### config.mk
export PLATFORM = sky130hd
export DESIGN_NAME = trap_entry_ctrl
export DESIGN_NICKNAME = d
export VERILOG_FILES = /design/src/rtl/trap_pkg.sv /design/src/rtl/tvec_reg.sv /design/src/rtl/trap_route.sv /design/src/rtl/trap_vector_calc.sv /design/src/rtl/trap_entry_ctrl.sv
export SDC_FILE = /design/constraint.sdc
export NUM_CORES = 1
export LEC_CHECK = 0
export BUFFER_PORTS_ARGS = -buffer_cell sky130_fd_sc_hd__buf_2
export CAP_MARGIN = 15
export CORE_AREA = 2 2 186 188
export CTS_CLUSTER_DIAMETER = 60
export CTS_CLUSTER_SIZE = 16
export DETAILED_ROUTE_END_ITERATION = 10
export DIE_AREA = 0 0 188 190
export HOLD_SLACK_MARGIN = 0.05
export PLACE_DENSITY_LB_ADDON = 0.12
export SLEW_MARGIN = 5
export SYNTH_ARGS = -nofsm -noshare
export SYNTH_HDL_FRONTEND = slang
export SYNTH_SLANG_ARGS = --single-unit
### constraint.sdc
create_clock -name clk_i -period 7.8 [get_ports clk_i]
set_input_delay 1.56 -clock clk_i [delete_from_list [all_inputs] [get_ports clk_i]]
set_output_delay 1.56 -clock clk_i [all_outputs]
set_load 0.05 [all_outputs]
### src/rtl/trap_pkg.sv
package trap_pkg;
  typedef enum logic [1:0] {PRIV_U = 2'd0, PRIV_S = 2'd1, PRIV_H = 2'd2, PRIV_M = 2'd3} priv_e;

  typedef enum logic [2:0] {
    SEL_MTVEC = 3'd0, SEL_STVEC = 3'd1, SEL_EDLG = 3'd2, SEL_IDLG = 3'd3, SEL_STAT = 3'd4
  } csr_sel_e;

  localparam int unsigned ECALL_U = 8;
  localparam int unsigned ECALL_S = 9;
  localparam int unsigned ECALL_H = 10;
  localparam int unsigned ECALL_M = 11;

  // exceptions that report a faulting address
  function automatic logic carries_addr(input int unsigned c);
    case (c)
      0, 1, 4, 5, 6, 7, 12, 13, 15: return 1'b1;
      default:                     return 1'b0;
    endcase
  endfunction
endpackage

### src/rtl/tvec_reg.sv
module tvec_reg #(
  parameter int unsigned XLEN = 32
) (
  input  logic            clk_i,
  input  logic            rst_ni,
  input  logic            we_i,
  input  logic [XLEN-1:0] wdata_i,
  output logic [XLEN-1:0] q_o
);
  // reserved modes (2,3) are dropped
  logic accept;
  assign accept = we_i && !wdata_i[1];

  always_ff @(posedge clk_i or negedge rst_ni) begin
    if (!rst_ni)     q_o <= '0;
    else if (accept) q_o <= wdata_i;
  end
endmodule

### src/rtl/trap_route.sv
module trap_route
  import trap_pkg::*;
#(
  parameter int unsigned XLEN    = 32,
  parameter int unsigned CAUSE_W = 6
) (
  input  logic               async_i,
  input  logic [CAUSE_W-1:0] cause_i,
  input  logic [1:0]         priv_i,
  input  logic [XLEN-1:0]    edlg_i,
  input  logic [XLEN-1:0]    idlg_i,
  input  logic [XLEN-1:0]    fault_addr_i,
  output logic               to_s_o,
  output logic [CAUSE_W-1:0] cause_o,
  output logic [XLEN-1:0]    cause_word_o,
  output logic [XLEN-1:0]    tval_o
);
  logic [XLEN-1:0] mask;
  logic            dlg_bit;
  logic            low_priv;

  always_comb begin
    cause_o = cause_i;
    if (!async_i && (32'(cause_i) == ECALL_U)) begin
      case (priv_i)
        PRIV_U:  cause_o = CAUSE_W'(ECALL_U);
        PRIV_S:  cause_o = CAUSE_W'(ECALL_S);
        PRIV_H:  cause_o = CAUSE_W'(ECALL_H);
        default: cause_o = CAUSE_W'(ECALL_M);
      endcase
    end
  end

  assign mask = async_i ? idlg_i : edlg_i;

  // causes at or above XLEN never match a mask bit
  always_comb begin
    dlg_bit = 1'b0;
    for (int i = 0; i < int'(XLEN); i++)
      if (32'(cause_o) == 32'(i)) dlg_bit = mask[i];
  end

  assign low_priv = (priv_i == PRIV_U) || (priv_i == PRIV_S);
  assign to_s_o   = low_priv && dlg_bit;

  always_comb begin
    cause_word_o                = '0;
    cause_word_o[CAUSE_W-1:0]   = cause_o;
    cause_word_o[XLEN-1]        = async_i;
  end

  assign tval_o = (!async_i && carries_addr(32'(cause_o))) ? fault_addr_i : '0;
endmodule

### src/rtl/trap_vector_calc.sv
module trap_vector_calc #(
  parameter int unsigned XLEN    = 32,
  parameter int unsigned CAUSE_W = 6
) (
  input  logic [XLEN-1:0]    tvec_i,
  input  logic               async_i,
  input  logic [CAUSE_W-1:0] cause_i,
  output logic [XLEN-1:0]    pc_o
);
  logic [XLEN-1:0] base;
  logic [XLEN-1:0] offs;

  assign base = {tvec_i[XLEN-1:2], 2'b00};
  assign offs = {{(XLEN-CAUSE_W){1'b0}}, cause_i} << 2;
  assign pc_o = (async_i && (tvec_i[1:0] == 2'b01)) ? base + offs : base;
endmodule

### src/rtl/trap_entry_ctrl.sv
module trap_entry_ctrl
  import trap_pkg::*;
#(
  parameter int unsigned XLEN    = 32,
  parameter int unsigned CAUSE_W = 6
) (
  input  logic               clk_i,
  input  logic               rst_ni,
  input  logic               trap_req_i,
  input  logic               trap_async_i,
  input  logic [CAUSE_W-1:0] trap_cause_i,
  input  logic [XLEN-1:0]    trap_pc_i,
  input  logic [1:0]         priv_i,
  input  logic [XLEN-1:0]    fault_addr_i,
  input  logic               csr_we_i,
  input  logic [2:0]         csr_sel_i,
  input  logic [XLEN-1:0]    csr_wdata_i,
  output logic [XLEN-1:0]    next_pc_o,
  output logic [1:0]         priv_o,
  output logic [XLEN-1:0]    mtvec_o,
  output logic [XLEN-1:0]    stvec_o,
  output logic [XLEN-1:0]    medeleg_o,
  output logic [XLEN-1:0]    mideleg_o,
  output logic [XLEN-1:0]    mcause_o,
  output logic [XLEN-1:0]    scause_o,
  output logic [XLEN-1:0]    mepc_o,
  output logic [XLEN-1:0]    sepc_o,
  output logic [XLEN-1:0]    mtval_o,
  output logic [XLEN-1:0]    stval_o,
  output logic               mie_o,
  output logic               mpie_o,
  output logic [1:0]         mpp_o,
  output logic               sie_o,
  output logic               spie_o,
  output logic               spp_o
);
  localparam int unsigned NVEC = 2;

  logic               wr_ok;
  logic [XLEN-1:0]    tvec_q [NVEC];
  logic               to_s;
  logic [CAUSE_W-1:0] cause_fix;
  logic [XLEN-1:0]    cause_word;
  logic [XLEN-1:0]    tval;
  logic [XLEN-1:0]    tgt_tvec;
  logic [XLEN-1:0]    hpc;

  // trap wins over a register write in the same cycle
  assign wr_ok = csr_we_i && !trap_req_i;

  for (genvar g = 0; g < NVEC; g++) begin : g_tvec
    tvec_reg #(.XLEN(XLEN)) u_tvec (
      .clk_i   (clk_i),
      .rst_ni  (rst_ni),
      .we_i    (wr_ok && (csr_sel_i == 3'(g))),
      .wdata_i (csr_wdata_i),
      .q_o     (tvec_q[g])
    );
  end

  assign mtvec_o = tvec_q[0];
  assign stvec_o = tvec_q[1];

  trap_route #(.XLEN(XLEN), .CAUSE_W(CAUSE_W)) u_route (
    .async_i      (trap_async_i),
    .cause_i      (trap_cause_i),
    .priv_i       (priv_i),
    .edlg_i       (medeleg_o),
    .idlg_i       (mideleg_o),
    .fault_addr_i (fault_addr_i),
    .to_s_o       (to_s),
    .cause_o      (cause_fix),
    .cause_word_o (cause_word),
    .tval_o       (tval)
  );

  assign tgt_tvec = to_s ? stvec_o : mtvec_o;

  trap_vector_calc #(.XLEN(XLEN), .CAUSE_W(CAUSE_W)) u_vec (
    .tvec_i  (tgt_tvec),
    .async_i (trap_async_i),
    .cause_i (cause_fix),
    .pc_o    (hpc)
  );

  always_ff @(posedge clk_i or negedge rst_ni) begin
    if (!rst_ni) begin
      next_pc_o <= '0;
      priv_o    <= PRIV_M;
      medeleg_o <= '0;
      mideleg_o <= '0;
      mcause_o  <= '0;
      scause_o  <= '0;
      mepc_o    <= '0;
      sepc_o    <= '0;
      mtval_o   <= '0;
      stval_o   <= '0;
      mie_o     <= 1'b0;
      mpie_o    <= 1'b0;
      mpp_o     <= 2'b00;
      sie_o     <= 1'b0;
      spie_o    <= 1'b0;
      spp_o     <= 1'b0;
    end else if (trap_req_i) begin
      next_pc_o <= hpc;
      if (to_s) begin
        priv_o   <= PRIV_S;
        scause_o <= cause_word;
        sepc_o   <= trap_pc_i;
        stval_o  <= tval;
        spie_o   <= sie_o;
        spp_o    <= priv_i[0];
        sie_o    <= 1'b0;
      end else begin
        priv_o   <= PRIV_M;
        mcause_o <= cause_word;
        mepc_o   <= trap_pc_i;
        mtval_o  <= tval;
        mpie_o   <= mie_o;
        mpp_o    <= priv_i;
        mie_o    <= 1'b0;
      end
    end else if (wr_ok) begin
      case (csr_sel_i)
        SEL_EDLG: medeleg_o <= csr_wdata_i;
        SEL_IDLG: mideleg_o <= csr_wdata_i;
        SEL_STAT: begin
          mie_o <= csr_wdata_i[3];
          sie_o <= csr_wdata_i[1];
        end
        default: ;
      endcase
    end
  end
endmodule

---- Word-level counts from Yosys, hierarchy flattened ----
Memories as Yosys holds them, arrays and structs flattened.
Cells that the tools add are included.
storage, ports and cells
  output and inout port bits .............. 361
  input bits .............................. 112
  word-level logic and storage cells ...... 136
  bits in registers ....................... 311
  memory bits (read-only) ................. 16
  memories ................................ 1
operators by class
  bitwise gates (word level) .............. 2
  eq/ne operators ......................... 41
  reductions and logical operators ........ 25
  multiplexer cells ....................... 48
  add/sub/neg operators ................... 1
memories
  name              depth  width  read ports  clocked after Yosys merged registers in  write ports  RTL line        source
  (name not given)  16     1      1           0                                        0            trap_pkg.sv:15  case (c)
operators with widths
  cell                  count
  $mux W32              4
  $eq A6 B5 Y1 const B  16
  $eq A6 B4 Y1 const B  9
  $mux W1               41
  $add A32 B8 Y32       1
  $eq A6 B3 Y1 const B  4
  $eq A6 B2 Y1 const B  2
  $reduce_and A3 Y1     4
  $logic_and A1 B1 Y1   9
  $eq A3 B2 Y1 const B  2
  $eq A6 B1 Y1 const B  1
  $logic_not A6 Y1      1
  $mux W6               1
  $pmux W2 S3           1
  $eq A2 B1 Y1 const B  2
  $logic_not A2 Y1      2
  $reduce_and A2 Y1     2
  $reduce_bool A2 Y1    2
  $eq A3 B1 Y1 const B  1
  $eq A3 B3 Y1 const B  1
  $logic_not A1 Y1      3
  $logic_not A3 Y1      1
  $eq A2 B2 Y1 const B  1
  $mux W2               1
  other kinds (4)       5

---- Logic depth before layout (Yosys ltp) ----
Gate-level depths: netlist (run 1).
  depth after elaboration ................. 41
  mapped depth ............................ 26
  gate-level depth less buffers ........... 21

---- Modules after synthesis ----
From an unflattened synthesis (run 1), not the netlist that was laid out.
unflattened totals
  cell total of the unflattened synthesis .. 1146
  area, all modules ....................... 16503.3 um^2
by module, submodules not included
  module            area an instance (um^2)  cells an instance  times used  sequential area each (um^2)
  trap_entry_ctrl   11377.2                  675                1           7408.4
  tvec_reg          1350.0                   69                 2           800.8
  trap_route        1595.3                   222                1           0.0
  trap_vector_calc  830.8                    111                1           0.0

---- Worst setup path after synthesis (run 1) ----
No wires, ideal clock.
  path type ............................... input to register
  start ................................... input port trap_cause_i[5]
  end ..................................... register next_pc_o[27]
  setup time .............................. 0.120 ns
  path slack .............................. 1.472 ns
  stages on the path ...................... 22
  required time ........................... 7.680 ns
  arrival ................................. 6.209 ns
  buffers on the path ..................... 2
  cell sequence ........................... clkbuf_1 or3_4 o31a_1 a22o_1 a221o_1 o2111a_1 a211o_1 nand2_1 buf_4 mux2i_1 inv_1 ha_1 a21o_1 a21oi_1 o21ai_0 a21oi_1 nor2_1 nor2_1 nor2_1 mux2i_1 o21ai_0 a31o_1
on the way
  word-level cells in the longest chain between the ends .. 41
ends and longest elaborated chain
  element                                                    RTL line                source
  start: declaration                                         trap_entry_ctrl.sv:11   input logic [CAUSE_W-1:0] trap_cause_i,
  $eq A6 B4 Y1                                               trap_route.sv:24        if (!async_i && (32'(cause_i) == ECALL_U)) begin
  $logic_and A1 B1 Y1                                        trap_route.sv:24
  $mux W6 (*)                                                trap_route.sv:24
  branches (longest 37 deep; another with $logic_not A6 Y1)  --
  $mux W32 (*)                                               trap_vector_calc.sv:15  assign pc_o = (async_i && (tvec_i[1:0] == 2'b01)) ? base + offs : base;
  end signal: assignment                                     trap_entry_ctrl.sv:105  next_pc_o <= hpc;
  end: declaration                                           trap_entry_ctrl.sv:18   output logic [XLEN-1:0] next_pc_o,
Every way passes the cells marked *.
A chain may end at the register's enable or synchronous reset.

---- Worst setup path in the final report (run 1) ----
  start ................................... input port trap_cause_i[3]
  end ..................................... register next_pc_o[27]
Same word-level chain as after synthesis.

==> impl_metrics.env, run 1 <==
export IMPL_status="completed"
export IMPL_pre_cts_ws_ns=0.565
export IMPL_crit_path_end_kind="register"
export IMPL_regArea_um2=7710
export IMPL_ff2ff_setup_slack_ns=2.56
export IMPL_insertedDiodeCount=0
export IMPL_cp_max_fo=28
export IMPL_wl_um=45700
export IMPL_maxSlewViolCount=0
export IMPL_path_clk_slew_ns=0.06
export IMPL_crit_path_max_incr_delay_ns=0.52
export IMPL_tns_ns=0
export IMPL_clock_latency_ns=0.56
export IMPL_io_buffers=419
export IMPL_max_freq_mhz=150
export IMPL_grt_max_degree=131
export IMPL_relSlewSlack=0.331
export IMPL_cp_top_family="simple AND/OR/NAND/NOR gates"
export IMPL_mappedNetlistArea_um2=14500
export IMPL_cts_resized=0
export IMPL_synthArstFlopShare=1.00
export IMPL_first_global_vias=10900
export IMPL_crit_required_ns=8.25
export IMPL_vias=11200
export IMPL_clock_sinks=308
export IMPL_final_cell_mix="buf_2, dfrtp_1, mux2_2"
export IMPL_initial_core_util=0.427
export IMPL_die_y_um=190
export IMPL_syn_avg_cell_area_um2=11.5
export IMPL_fp_row_count=68
export IMPL_syn_inst=1260
export IMPL_drive_above_1_share=0.433
export IMPL_grt_use_met2=0.424
export IMPL_grt_met3_usage=0.0504
export IMPL_pin_count=473
export IMPL_met1_usage=0.330
export IMPL_post_route_min_period_ns=6.68
export IMPL_cp_common_cell="nor2_1"
export IMPL_period_share=0.857
export IMPL_overflow=0
export IMPL_drc_errors=0
export IMPL_clockBufferDepth=3
export IMPL_cts_tree="done"
export IMPL_postRouteAntennaNets=0
export IMPL_fin_util=0.526
export IMPL_grt_usage=0.252
export IMPL_cp_num_buf_inv=4
export IMPL_antenna_found_initial=1
export IMPL_ys_warn_count=0
export IMPL_peakVddDrop_mv=0.221
export IMPL_busiest_layer="met2"
export IMPL_core_area_um2=33900
export IMPL_fin_nets=1777
export IMPL_final_hold_viol_count=0
export IMPL_cts_buffers=29
export IMPL_fin_skew_ns=0.0195
export IMPL_power_leakage_nw=8.77
export IMPL_hold_end="next_pc_o[20]"
export IMPL_cap_violations=0
export IMPL_dieArea_um2=35700
export IMPL_regToRegEndpoint="next_pc_o[27]"
export IMPL_area_delta_synth_final_pct=23.4
export IMPL_fin_ws_ns=1.12
export IMPL_synthFlopType="dfrtp_1"
export IMPL_drt_initial_drc_count=672
export IMPL_critPathKind="in -> reg"
export IMPL_placed_area_um2=16800
export IMPL_gp_congestion=0.903
export IMPL_cts_root_buf="clkbuf_16"
export IMPL_mostFrequentLayoutCell="buf_2"
export IMPL_holdCritStartpoint="next_pc_o[20]"
export IMPL_cts_setup_buffers=0
export IMPL_h_tree_depth=1
export IMPL_p_total_w=0.00598
export IMPL_cts_hold_buf=0
export IMPL_avgViaCountPerCell=5.23
export IMPL_crit_cells=21
export IMPL_worstHoldPathType="reg -> reg"
export IMPL_ys_seq_area_frac=0.532
export IMPL_die_w_um=188
export IMPL_cp_cell_sequence="buf_2 -> nor2b_1 -> a31oi_1 -> buf_4 -> or4_1 -> o31ai_1 -> a221oi_1 -> or2_2 -> nand2_1 -> buf_4 -> mux2_2 -> ha_1 -> inv_1 -> o21ai_0 -> a21oi_1 -> nor2_1 -> nor2_1 -> nor2_1 -> mux2i_1 -> o21ai_0 -> a31o_1"
export IMPL_crit_slowest_cell="or4_1"
export IMPL_holdPathStages=1
export IMPL_finish_instance_area_um2=17900
export IMPL_arrival_ns=7.13
export IMPL_grt_pass1_wl_um=68800
export IMPL_ys_ff_latch=308
export IMPL_final_fill_count=3136
export IMPL_wl_per_cell_um=21.4
export IMPL_reg2reg_depth=19
export IMPL_ys_types=71
export IMPL_dr_pass1_iters=5
export IMPL_rsz0062_at_grt="no"
export IMPL_power_density_nw_per_um2=335
export IMPL_setup_viol=0
export IMPL_worstReg2RegStart="medeleg_o[16]"
export IMPL_dp_hpwl_um=34700
export IMPL_startpoint_type="input pin"
export IMPL_multi_input_area_um2=6180
export IMPL_synth_edf_count=0
export IMPL_tightest_slew_ns=1.00
## stage by stage
step / std cells / hold WS [ns]
global placement: 2082 / 0.457
CTS: 2135 / 0.479
finish: 2135 / 0.474
detailed placement: 2082 / 0.465
global route: 2135 / 0.497
floorplan: 1311 / 0.632
## sequential cells by signal, summed over array words and instances, names as in the netlist, 2 cells and up
register           cells
mtval_o               32
g_tvec.u_tvec.q_o     64
mpp_o                  2
medeleg_o             32
mcause_o               7
sepc_o                32
scause_o               7
stval_o               32
next_pc_o             30
mepc_o                32
mideleg_o             32
## power by group
group	leakage (nW)	internal, W	switching, W	total, W
clock	0.499	0.000867	0.000648	0.00151
sequential	3.91	0.00191	0.000264	0.00218
combinational	4.37	0.000565	0.00173	0.00229
## logic make-up after synthesis
logic type / count (synthesis) / synth area share
muxes: 263 / 0.202
DFF: 308 / 0.532
AOI/OAI and AO/OA: 190 / 0.0822
and+or+nand+nor: 307 / 0.101
adders and majority gates: 7 / 0.00657
xor gates and xnor gates: 33 / 0.0200
buffers and inverters: 150 / 0.0557
other: 2 / 0.000519
## routing by layer
| metal | up-vias | wire length (um) |
|---|---|---|
| met5 | - | 0 |
| met2 | 385 | 22000 |
| met1 | 5551 | 19600 |
| met3 | 72 | 2790 |
| met4 | 0 | 1350 |
| li1 | 5150 | - |
## area by class of cell
| type | count | share of cell area |
|---|---|---|
| multi-input cells | 853 | 0.346 |
| flip-flops and latches | 308 | 0.432 |
| clock buffers | 35 | 0.0441 |
| well taps | 455 | 0.0319 |
| inverters | 25 | 0.00525 |
| repair buffers | 441 | 0.127 |
| clock inverters | 18 | 0.0137 |
## worst max-delay path by stage
stage	end	slack, ns	start
2_1_floorplan	next_pc_o[27]	1.47	trap_cause_i[5]
3_3_place_gp	next_pc_o[27]	0.72	trap_cause_i[3]
3_5_place_dp	next_pc_o[27]	0.57	trap_cause_i[3]
4_1_cts	next_pc_o[31]	1.10	trap_cause_i[3]
5_1_grt	next_pc_o[27]	0.72	trap_cause_i[3]
6_report	next_pc_o[27]	1.12	trap_cause_i[3]
## Yosys cell counts, types with 10 or more instances
cell type	count	share of area
and3_1	10	0.0043
buf_4	56	0.029
nand2_1	152	0.039
xor2_1	18	0.011
nor2b_1	12	0.0052
a21oi_1	17	0.0059
mux2_2	220	0.17
nand3_1	28	0.0097
xnor2_1	15	0.0091
clkbuf_1	41	0.011
dfrtp_1	307	0.53
mux2i_1	40	0.028
nor3_1	14	0.0048
nand4_1	13	0.0056
o21ai_0	96	0.033
buf_1	12	0.0031
buf_2	14	0.0048
nor2_1	31	0.0080
o211ai_1	14	0.0073
inv_1	24	0.0062
No activity file was read; power rests on OpenSTA's default activity.
==> run 2: changes to the inputs <==
ABC_AREA = 1   (was unset)
SKIP_LAST_GASP = 1   (was unset)
==> impl_metrics.env, run 2 <==
export IMPL_status="completed"
export IMPL_setup_viol=0
export IMPL_synthFlopType="dfrtp_1"
export IMPL_crit_path_max_incr_delay_ns=0.39
export IMPL_clock_latency_ns=0.56
export IMPL_regArea_um2=7710
export IMPL_final_hold_viol_count=0
export IMPL_clock_sinks=308
export IMPL_arrival_ns=6.95
export IMPL_dp_hpwl_um=34500
export IMPL_syn_avg_cell_area_um2=8.14
export IMPL_grt_pass1_wl_um=70800
export IMPL_peakVddDrop_mv=0.218
export IMPL_mappedNetlistArea_um2=14400
export IMPL_cp_common_cell="nand2_1"
export IMPL_cts_setup_buffers=0
export IMPL_drt_initial_drc_count=895
export IMPL_ys_ff_latch=308
export IMPL_cts_buffers=28
export IMPL_period_share=0.833
export IMPL_postRouteAntennaNets=0
export IMPL_synth_edf_count=0
export IMPL_power_leakage_nw=9.96
export IMPL_rsz0062_at_grt="no"
export IMPL_ys_types=54
export IMPL_initial_core_util=0.425
export IMPL_ys_top_cells_by_area="dfrtp_1, nand2_1, o21ai_0"
export IMPL_cts_hold_buf=0
export IMPL_crit_required_ns=8.25
export IMPL_tightest_slew_ns=0.964
export IMPL_power_density_nw_per_um2=314
export IMPL_crit_path_end_kind="register"
export IMPL_final_cells=2628
export IMPL_dr_pass1_iters=5
export IMPL_gp_congestion=0.886
export IMPL_yosysTopAreaCellShare=0.533
export IMPL_synth_top_cell_by_area="dfrtp_1"
export IMPL_fin_nets=2273
export IMPL_vias=12600
export IMPL_maxSlewViolCount=0
export IMPL_final_cell_mix="nand2_1, buf_2, dfrtp_1"
export IMPL_h_tree_depth=1
export IMPL_p_total_w=0.00554
export IMPL_multi_input_area_um2=5490
export IMPL_fin_ws_ns=1.30
export IMPL_dp_cells=2578
export IMPL_io_buffers=419
export IMPL_grt_usage=0.255
export IMPL_tns_ns=0
export IMPL_avgViaCountPerCell=4.81
export IMPL_largest_register_ffs=64
export IMPL_cts_tree="done"
export IMPL_ys_warn_count=0
export IMPL_first_global_vias=11900
export IMPL_crit_slowest_cell="fa_1"
export IMPL_clockBufferDepth=3
export IMPL_synthArstFlopShare=1.00
export IMPL_synthTopCellsByCount="nand2_1, dfrtp_1, o21ai_0, inv_1, nor2_1"
export IMPL_ys_seq_area_frac=0.534
export IMPL_cts_root_buf="clkbuf_16"
export IMPL_dieArea_um2=35700
export IMPL_drive_above_1_share=0.260
export IMPL_drc_errors=0
export IMPL_area_delta_synth_final_pct=22.2
export IMPL_overflow=0
export IMPL_syn_inst=1773
export IMPL_registers_top_by_ff_count="g_tvec.u_tvec.q_o"
export IMPL_finish_instance_area_um2=17600
export IMPL_path_clk_slew_ns=0.07
export IMPL_startpoint_type="input pin"
export IMPL_wl_um=46500
export IMPL_wl_per_cell_um=17.7
export IMPL_pin_count=473
export IMPL_cts_resized=0
export IMPL_grt_max_degree=173
export IMPL_placed_area_um2=16700
export IMPL_relSlewSlack=0.358
export IMPL_antenna_found_initial=3
export IMPL_mostFrequentLayoutCell="nand2_1"
export IMPL_die_w_um=188
export IMPL_final_fill_count=3372
export IMPL_worstHoldPathType="reg -> reg"
export IMPL_cap_violations=0
export IMPL_fp_row_count=68
export IMPL_die_y_um=190
export IMPL_cp_max_fo=15
export IMPL_synth_most_common_cell="nand2_1"
export IMPL_max_freq_mhz=154
export IMPL_pre_cts_ws_ns=0.761
export IMPL_fin_skew_ns=0.0222
export IMPL_core_area_um2=33900
export IMPL_critPathKind="in -> reg"
export IMPL_post_route_min_period_ns=6.50
[run 2: cell types whose count changed in the layout (fill, tap and decap cells not counted), sizes merged, moves of 9 or more]
cell	delta
mux2	-222
o21ai	+162
and3	-10
nand2	+475
nor2b	-12
inv	+151
nand3	+18
nor2	+100
o211ai	-9
xnor2	-13
mux2i	-39
[run 2: metal layers]
| layer | global-route usage | up-vias | part of all wire |
|---|---|---|---|
| met5 | 0 | - | 0.00028 |
| met4 | 0.0821 | 2 | 0.033 |
| met3 | 0.0598 | 63 | 0.078 |
| met2 | 0.425 | 432 | 0.48 |
| met1 | 0.329 | 5927 | 0.41 |
| li1 | - | 6223 | - |
[run 2: final cells by class]
class,count,area share
Sequential cell,308,0.437
Multi-Input combinational cell,1202,0.312
Timing Repair Buffer,437,0.129
Clock buffer,32,0.0429
Inverter,177,0.0378
Tap cell,455,0.0323
Clock inverter,14,0.00859
Antenna cell,3,0.000426
[run 2: worst max-delay path, delay by kind of cell]
family	cells	cell delay [ns]
and+or+nand+nor	41	3.59
AOI/OAI and AO/OA	2	0.57
buffers and inverters	5	0.65
adders and majority gates	2	0.53
[run 2: final timing paths]
path / from / to / slack (ns) / depth (start not counted)
worst max-delay path: trap_cause_i[3] / next_pc_o[30] / 1.30 / 50
worst min-delay path: mtval_o[29] / mtval_o[29] / 0.46 / 2
worst max register to register: mideleg_o[0] / next_pc_o[30] / 2.68 / 47
worst min register to register: mtval_o[29] / mtval_o[29] / 0.46 / 2
max in group asynchronous: rst_ni / medeleg_o[23] / 5.48 / 2
min in group asynchronous: rst_ni / sepc_o[20] / 0.94 / 1
[run 2: stage by stage]
step | util | hold WS, ns
6_report | 0.519 | 0.463
3_3_place_gp | 0.491 | 0.444
3_5_place_dp | 0.491 | 0.449
5_1_grt | 0.519 | 0.487
4_1_cts | 0.518 | 0.466
2_1_floorplan | - | 0.596
[run 2: kinds of logic (layout without fill, tap and decap cells)]
| family | Yosys count | count (layout) | synth area share |
|---|---|---|---|
| AOI/OAI and AO/OA | 286 | 286 | 0.108 |
| xor gates and xnor gates | 13 | 13 | 0.00789 |
| adders and majority gates | 7 | 7 | 0.00659 |
| buffers and inverters | 314 | 660 | 0.0991 |
| DFF | 308 | 308 | 0.534 |
| muxes | 1 | 1 | 0.000694 |
| other | 2 | 56 | 0.000521 |
| and+or+nand+nor | 842 | 842 | 0.243 |
[run 2: report_power, final]
part	internal [W]	switching [W]	leakage [nW]	total [W]
logic	0.000417	0.00165	5.54	0.00207
clock network	0.000738	0.000644	0.431	0.00138
registers	0.00188	0.000207	3.99	0.00209
